<file path="src/rtl/gap_sync_reader.sv">
module gap_sync_reader #(
  parameter int BYTE_W = 8,
  parameter int CRC_W = 16,
  parameter logic [CRC_W-1:0] CRC_POLY = 16'h8408
) (
  input  logic              clk,
  input  logic              rst_n,
  input  logic              bit_tick,
  input  logic              bit_in,
  input  logic              running,
  input  logic              xfer_reset,
  input  logic              end_of_disk,
  input  logic              writable,
  input  logic              ctrl_we,
  input  logic [7:0]        ctrl_wdata,
  input  logic              data_rd,
  input  logic              stat_rd,
  output logic [7:0]        ctrl_q,
  output logic [BYTE_W-1:0] rd_data,
  output logic [7:0]        status,
  output logic              irq,
  output logic [CRC_W-1:0]  crc_value
);
  localparam int CW = (BYTE_W > 1) ? $clog2(BYTE_W) : 1;
  localparam logic [CW-1:0] LAST = CW'(BYTE_W - 1);

  localparam int READ_B = 2;
  localparam int CRCM_B = 4;
  localparam int ARM_B  = 6;
  localparam int IEN_B  = 7;

  function automatic logic [CRC_W-1:0] crc_step(input logic [CRC_W-1:0] c, input logic b);
    crc_step = (c >> 1) ^ ((c[0] ^ b) ? CRC_POLY : '0);
  endfunction

  logic              hunt_q, flag_q;
  logic [CW-1:0]     cnt_q;
  logic [BYTE_W-1:0] shift_q, shift_nx;

  wire take     = bit_tick & running & ~xfer_reset & ctrl_q[READ_B];
  wire hunt_now = hunt_q & ~ctrl_q[CRCM_B];
  wire gap_bit  = take & hunt_now;
  wire data_bit = take & ~hunt_now;
  wire done     = data_bit & (cnt_q == LAST);
  wire ack      = data_rd | stat_rd;
  wire arm      = ctrl_we & ~ctrl_q[ARM_B] & ctrl_wdata[ARM_B];

  always_comb begin
    shift_nx = shift_q;
    shift_nx[cnt_q] = bit_in;
  end

  assign status = {writable, end_of_disk, 1'b0, |crc_value, 2'b00, flag_q, 1'b0};

  always_ff @(posedge clk) begin
    if (!rst_n) begin
      ctrl_q    <= '0;
      hunt_q    <= 1'b0;
      cnt_q     <= '0;
      shift_q   <= '0;
      rd_data   <= '0;
      flag_q    <= 1'b0;
      irq       <= 1'b0;
      crc_value <= '0;
    end else begin
      if (gap_bit && bit_in) begin
        hunt_q    <= 1'b0;
        cnt_q     <= '0;
        crc_value <= crc_step('0, 1'b1);
      end
      if (data_bit) begin
        crc_value <= crc_step(crc_value, bit_in);
        shift_q   <= shift_nx;
        cnt_q     <= done ? '0 : cnt_q + 1'b1;
        if (done) rd_data <= shift_nx;
      end
      if (arm) hunt_q <= 1'b1;

      if (done) flag_q <= 1'b1;
      else if (ack) flag_q <= 1'b0;

      if (done && ctrl_q[IEN_B]) irq <= 1'b1;
      else if (ack || ctrl_we) irq <= 1'b0;

      if (ctrl_we) ctrl_q <= ctrl_wdata;
      else if (done) ctrl_q[CRCM_B] <= 1'b0;
    end
  end


  ignored_bit_chk: assert property (@(posedge clk) disable iff (!rst_n)
    !take |=> $stable(crc_value) && $stable(rd_data));


  marker_seed_chk: assert property (@(posedge clk) disable iff (!rst_n)
    gap_bit && bit_in |=> crc_value == CRC_POLY);


  data_ack_chk: assert property (@(posedge clk) disable iff (!rst_n)
    data_rd && !done |=> !status[1] && !irq);


  ctrl_irq_clear_chk: assert property (@(posedge clk) disable iff (!rst_n)
    ctrl_we && !done |=> !irq);


  irq_enable_chk: assert property (@(posedge clk) disable iff (!rst_n)
    $rose(irq) |-> $past(ctrl_q[IEN_B]));


  gap_zero_chk: assert property (@(posedge clk) disable iff (!rst_n)
    gap_bit && !bit_in |=> $stable(crc_value) && $stable(cnt_q));
endmodule

</file>
<file path="config.mk">
export PLATFORM = sky130hd
export DESIGN_NAME = gap_sync_reader
export DESIGN_NICKNAME = d
export VERILOG_FILES = /design/src/rtl/gap_sync_reader.sv
export SDC_FILE = /design/constraint.sdc
export NUM_CORES = 1
export LEC_CHECK = 0
export BUFFER_PORTS_ARGS = -buffer_cell sky130_fd_sc_hd__buf_2
export CAP_MARGIN = 25
export CORE_MARGIN = 4
export CORE_UTILIZATION = 42
export CTS_BUF_LIST = sky130_fd_sc_hd__clkbuf_16
export CTS_CLUSTER_SIZE = 10
export DETAILED_ROUTE_END_ITERATION = 12
export PLACE_DENSITY = 0.67
export RECOVER_POWER = 50
export REMOVE_ABC_BUFFERS = 1
export SYNTH_ARGS = -nofsm -noshare
export SYNTH_HDL_FRONTEND = slang
export SYNTH_SLANG_ARGS = --single-unit
</file>
<file path="constraint.sdc">
create_clock -name clk -period 3.58 [get_ports clk]
set_clock_uncertainty 0.1 [all_clocks]
set_input_delay 0.716 -clock clk [delete_from_list [all_inputs] [get_ports clk]]
set_output_delay 0.716 -clock clk [all_outputs]
set_load 0.1 [all_outputs]
</file>
# Word-level counts from Yosys, hierarchy flattened
# Index checks and enable logic that the tools add are counted.
word_totals:
  ff_bits: 46
  inputBits: 19
  elab_cells: 57
classes:
  n_addsub: 1
  magnitude_cmp: 2
  eq_ne: 1
  muxes: 17
  bitwise: 16
  n_reduce_logical: 11
op_table:
  columns: ["cell", "count"]
  rows:
  - ["$mux 16", 3]
  - ["$reduce_or 16->1", 1]
  - ["$xor 15x16->16", 1]
  - ["$reduce_bool 2->1", 5]
  - ["$and 1x1->1", 9]
  - ["$mux 1", 9]
  - ["$mux 3", 3]
  - ["$bwmux 8", 1]
  - ["$lt 3x4->1 const B", 1]
  - ["$not 1->1", 4]
  - ["$add 3x1->3 const B", 1]
  - ["$demux 1 s3", 1]
  - ["$eq 3x3->1 const B", 1]
  - ["$ge 3x1->1 const B", 1]
  - ["$logic_and 1x1->1", 3]
  - ["$reduce_and 2->1", 1]
  - ["$logic_or 1x1->1", 1]
  - ["$or 1x1->1", 1]
  - ["$xor 1x1->1", 1]

# Logic depth before layout (Yosys ltp)
logic_depth:
  ltp_word: 7
  depth_mapped: 6
  ltp_nobuf: 5

# Worst setup path after synthesis
# Ideal clock, no wire load.
synth_path:
  path_kind: "register to output"
  from: "reg crc_value[0]"
  to: "out status[4]"
  arrival_time_ps: 1993
  required_ps: 2764
  setup_slack_ps: 771
  path_stages_with_launch: 3
  n_path_buf: 0
  cell_sequence: "dfxtp_1 -> nor4_1 -> nand4_1"
synth_via:
  elab_chain_len: 1
synth_lines:
  columns: ["element", "line", "rtl"]
  rows:
  - ["start, declared", "22", "output logic [CRC_W-1:0] crc_value"]
  - ["start signal, assigned", "69", "crc_value <= crc_step('0, 1'b1);"]
  - ["start signal, assigned", "72", "crc_value <= crc_step(crc_value, bit_in);"]
  - ["$reduce_or 16->1", "53", "assign status = {writable, end_of_disk, 1'b0, |crc_value, 2'b00, flag_q, 1'b0};"]
  - ["end, declared", "20", "output logic [7:0] status,"]
# No other way between the ends.

# Worst setup path after layout
layout_path:
  from: "in bit_in"
  to: "reg crc_value[3]"
layout_via:
  elab_chain_len: 4
  elab_cells_between_ends: 6
  cone_classes: "2 x mux; 2 x bitwise; 2 x reduce/logical"
layout_lines:
  columns: ["element", "line", "rtl"]
  rows:
  - ["start, declared", "9", "input logic bit_in,"]
  - ["$xor 1x1->1", "33", "crc_step = (c >> 1) ^ ((c[0] ^ b) ? CRC_POLY : '0);"]
  - ["$mux 16", "33", null]
  - ["$xor 15x16->16", "33", null]
  - ["$mux 16", "71", "if (data_bit) begin"]
# Parallel ways exist; a longest one is shown, timed or not.
# A chain may end at the register's enable or synchronous reset.

==> flow_summary_export.csv <==
group,metric,value,unit
outcome,status,"finished with violations",
outcome,violations,"capacitance limit, slew limit",
power_and_ir_drop,power_density,477,nW/µm²
sta,whs,395,ps
synthesis,yosys.area.top_type,"dfxtp_1",
clock_tree,clk_latency,290,ps
cells_and_area,multi_input_area,1010,µm²
cells_and_area,seq_area,921,µm²
clock_tree,cts_tree,"yes",
setup_path,startpoint_type,"primary input",
hold_path,hold_path.class,"reg2reg",
detailed_routing,via_count,1777,
floorplanning,io_pins,60,
power_and_ir_drop,power,0.00117,W
clock_tree,path_clk_slew,60,ps
setup_path,critical_path.max_fanout,17,
cells_and_area,final_nets,282,
detailed_routing,first_iter_violations,105,
synthesis,yosys.area_share.simple,14.5,%
placed_design,place_hpwl,3290,µm
clock_tree,root_buffer,"clkbuf_16",
synthesis,synth_compound_area_share,23.2,%
placed_design,globalplace.congestion,0.735,
synthesis,netlist_instances,222,
sta,finalSetupViolations,0,
clock_tree,clk_path_buf_depth,2,
setup_path,worstSetupEndpointType,"register",
setup_path,required,3660,ps
floorplanning,start_util,44.0,%
synthesis,synth_edf_count,0,
detailed_routing,drc,0,
floorplanning,die-area,6250,µm²
detailed_routing,vias_per_cell,5.40,
clock_tree,cts_buffers,5,
synthesis,synthMuxAreaShare,7.08,%
synthesis,avgSynthCellArea,9.55,µm²
global_routing,grt_overflow,0,
global_routing,gr-usage-all-layers,16.1,%
hold_path,hold_path.startpoint,"crc_value[14]",
cells_and_area,syn2layout_area_growth,15.5,%
sta,slew_headroom,-12.4,%
synthesis,syn_area,2120,µm²
clock_tree,cts_num_sinks,46,
synthesis,synth_top_area_share,43.4,%
synthesis,ys_ff_latch,46,
cells_and_area,diodes,0,
detailed_routing,routed_wl,4960,µm
setup_path,timing.rr.start,"hunt_q",
synthesis,synth_top_family_by_area,"compound AO/OA/AOI/OAI gates",
clock_tree,cts_resized,0,
synthesis,post-synth-top-count-cell,"dfxtp_1",
synthesis,synth_seq_area_share,43.4,%
floorplanning,die_h,79.0,µm
floorplanning,num_rows,25,
clock_tree,postCtsSetupBuffers,0,
setup_path,cp.arrival,2820,ps
power_and_ir_drop,peakVddDrop,0.252,mV
cells_and_area,drive_gt1_share,18.3,%
floorplanning,coreArea,4820,µm²
synthesis,synthArstFlopShare,0,%
flow_run,drv_cap,1,
setup_path,crit_type,"in2reg",
sta,period_share,76.7,%
sta,fmax,0.364,GHz
cells_and_area,fillCellCount,496,
placed_design,portBuffers,51,
sta,setup_tns,0,ps
sta,hold_viol_final,0,
setup_path,critical_path.startpoint,"bit_in",
sta,rsz0062_at_grt,"no",
synthesis,synth_common_cells,"46 x dfxtp_1, 27 x a21oi_1, 16 x nand3_1, 16 x o21ai_0, 15 x mux2i_1",
clock_tree,cts_htree_levels,2,
power_and_ir_drop,p_leak,0.915,nW
synthesis,synthAdderAreaFrac,1.18,%
global_routing,grt_pass1_wl,8130,µm
synthesis,ys_warn_count,0,
floorplanning,die_x,79.0,µm
global_routing,antenna_found_initial,0,
sta,min_period,2740,ps
global_routing,grt_pass1_vias,1666,
global_routing,grt_max_degree,30,
detailed_routing,antenna_left,0,
synthesis,synth_xor_area_share,1.59,%
clock_tree,hold_buffers,0,
sta,tightestPinTransition,1680,ps
detailed_routing,wl_per_cell,15.1,µm
synthesis,synthTopCellsByArea,"dfxtp_1 43%, mux2i_1 7.1%, a21oi_1 6.4%",
detailed_routing,dr.pass1.iters,4,
synthesis,synth_cell_types,37,
sta,drv_slew,18,
synthesis,synth_ff_type,"dfxtp_1",
-- final timing paths --
check                           slack [ps]            end  cells past startpoint
worst max-delay path                   840   crc_value[3]                      4
worst min-delay path                   400  crc_value[13]                      2
worst max register to register        1100   crc_value[3]                      3
worst min register to register         400  crc_value[13]                      2
-- power breakdown --
group / switching (W) / internal (W) / total [W]
clock: 0.000188 / 0.000324 / 0.000512
sequential: 0.00000628 / 0.000520 / 0.000527
combinational: 0.000106 / 0.0000245 / 0.000130
total: 0.000300 / 0.000869 / 0.00117
-- layout make-up --
class                   count  area share, %
multi-input cells         149           41.3
flip-flops and latches     46           37.6
repair buffers             57           10.7
clock buffers               5           5.11
well taps                  67           3.42
clock inverters             3           1.53
inverters                   2          0.307
-- cells in the final DEF (no fill, tap or decap) --
cell type | synthesis | routed
o221a_2 | 2 | 2
and3_4 | 1 | 1
xnor2_2 | 1 | 1
nand4_1 | 1 | 1
xnor2_1 | 2 | 2
mux2i_1 | 15 | 15
nor4b_1 | 1 | 1
inv_1 | 1 | 3
and4b_1 | 1 | 1
o21ai_0 | 16 | 16
ha_1 | 2 | 2
nor3b_1 | 4 | 5
o21a_1 | 2 | 2
a211o_1 | 1 | 1
bufinv_16 | 0 | 1
buf_2 | 6 | 24
nor2_1 | 10 | 10
a31oi_1 | 9 | 9
a21oi_1 | 27 | 27
a211oi_2 | 8 | 8
nand3_1 | 16 | 16
o21ai_1 | 1 | 1
a41oi_1 | 1 | 1
nand2_1 | 2 | 2
nor3_1 | 1 | 1
buf_4 | 14 | 5
dfxtp_1 | 46 | 46
conb_1 | 1 | 4
nand4b_1 | 1 | 1
nand2b_1 | 2 | 2
nand4b_2 | 1 | 1
clkbuf_16 | 0 | 5
clkbuf_1 | 6 | 28
nand3b_1 | 4 | 4
clkinv_1 | 1 | 1
a211oi_1 | 8 | 8
nor4_1 | 4 | 4
-- through the flow --
step	cells	setup slack, ps	utilization (%)	instance area (µm²)
2_1_floorplan	197	771	-	1950
3_3_place_gp	321	1210	48.5	2330
3_5_place_dp	321	1120	48.5	2330
4_1_cts	329	1250	51.8	2500
5_1_grt	329	624	50.8	2450
6_report	329	835	50.8	2450
-- state kept, by name, summed over array words and instances (netlist names) --
register,count
flag_q,1
crc_value,16
hunt_q,1
rd_data,8
irq,1
shift_q,8
cnt_q,3
ctrl_q,8
-- per-layer routing --
| layer | GRT usage (%) | share of wire [%] | vias up |
|---|---|---|---|
| met5 | 0 | 0 | - |
| met4 | 5.15 | 1.2 | 0 |
| met3 | 4.88 | 5.7 | 7 |
| met2 | 25.1 | 44 | 42 |
| met1 | 21.3 | 49 | 833 |
| li1 | - | - | 895 |
-- critical path, cell delays in order --
cell and delay [ps]:
buf_2 180, nor3b_1 1330, nor2_1 220, o221a_2 370
-- cell families after synthesis --
kind of cell	Yosys count
compound gates	75
simple gates	50
flops	46
buf+inv	30
mux	15
xor+xnor	3
fa+ha+maj	2
other cells	1
No activity file was read; power rests on OpenSTA's default activity.
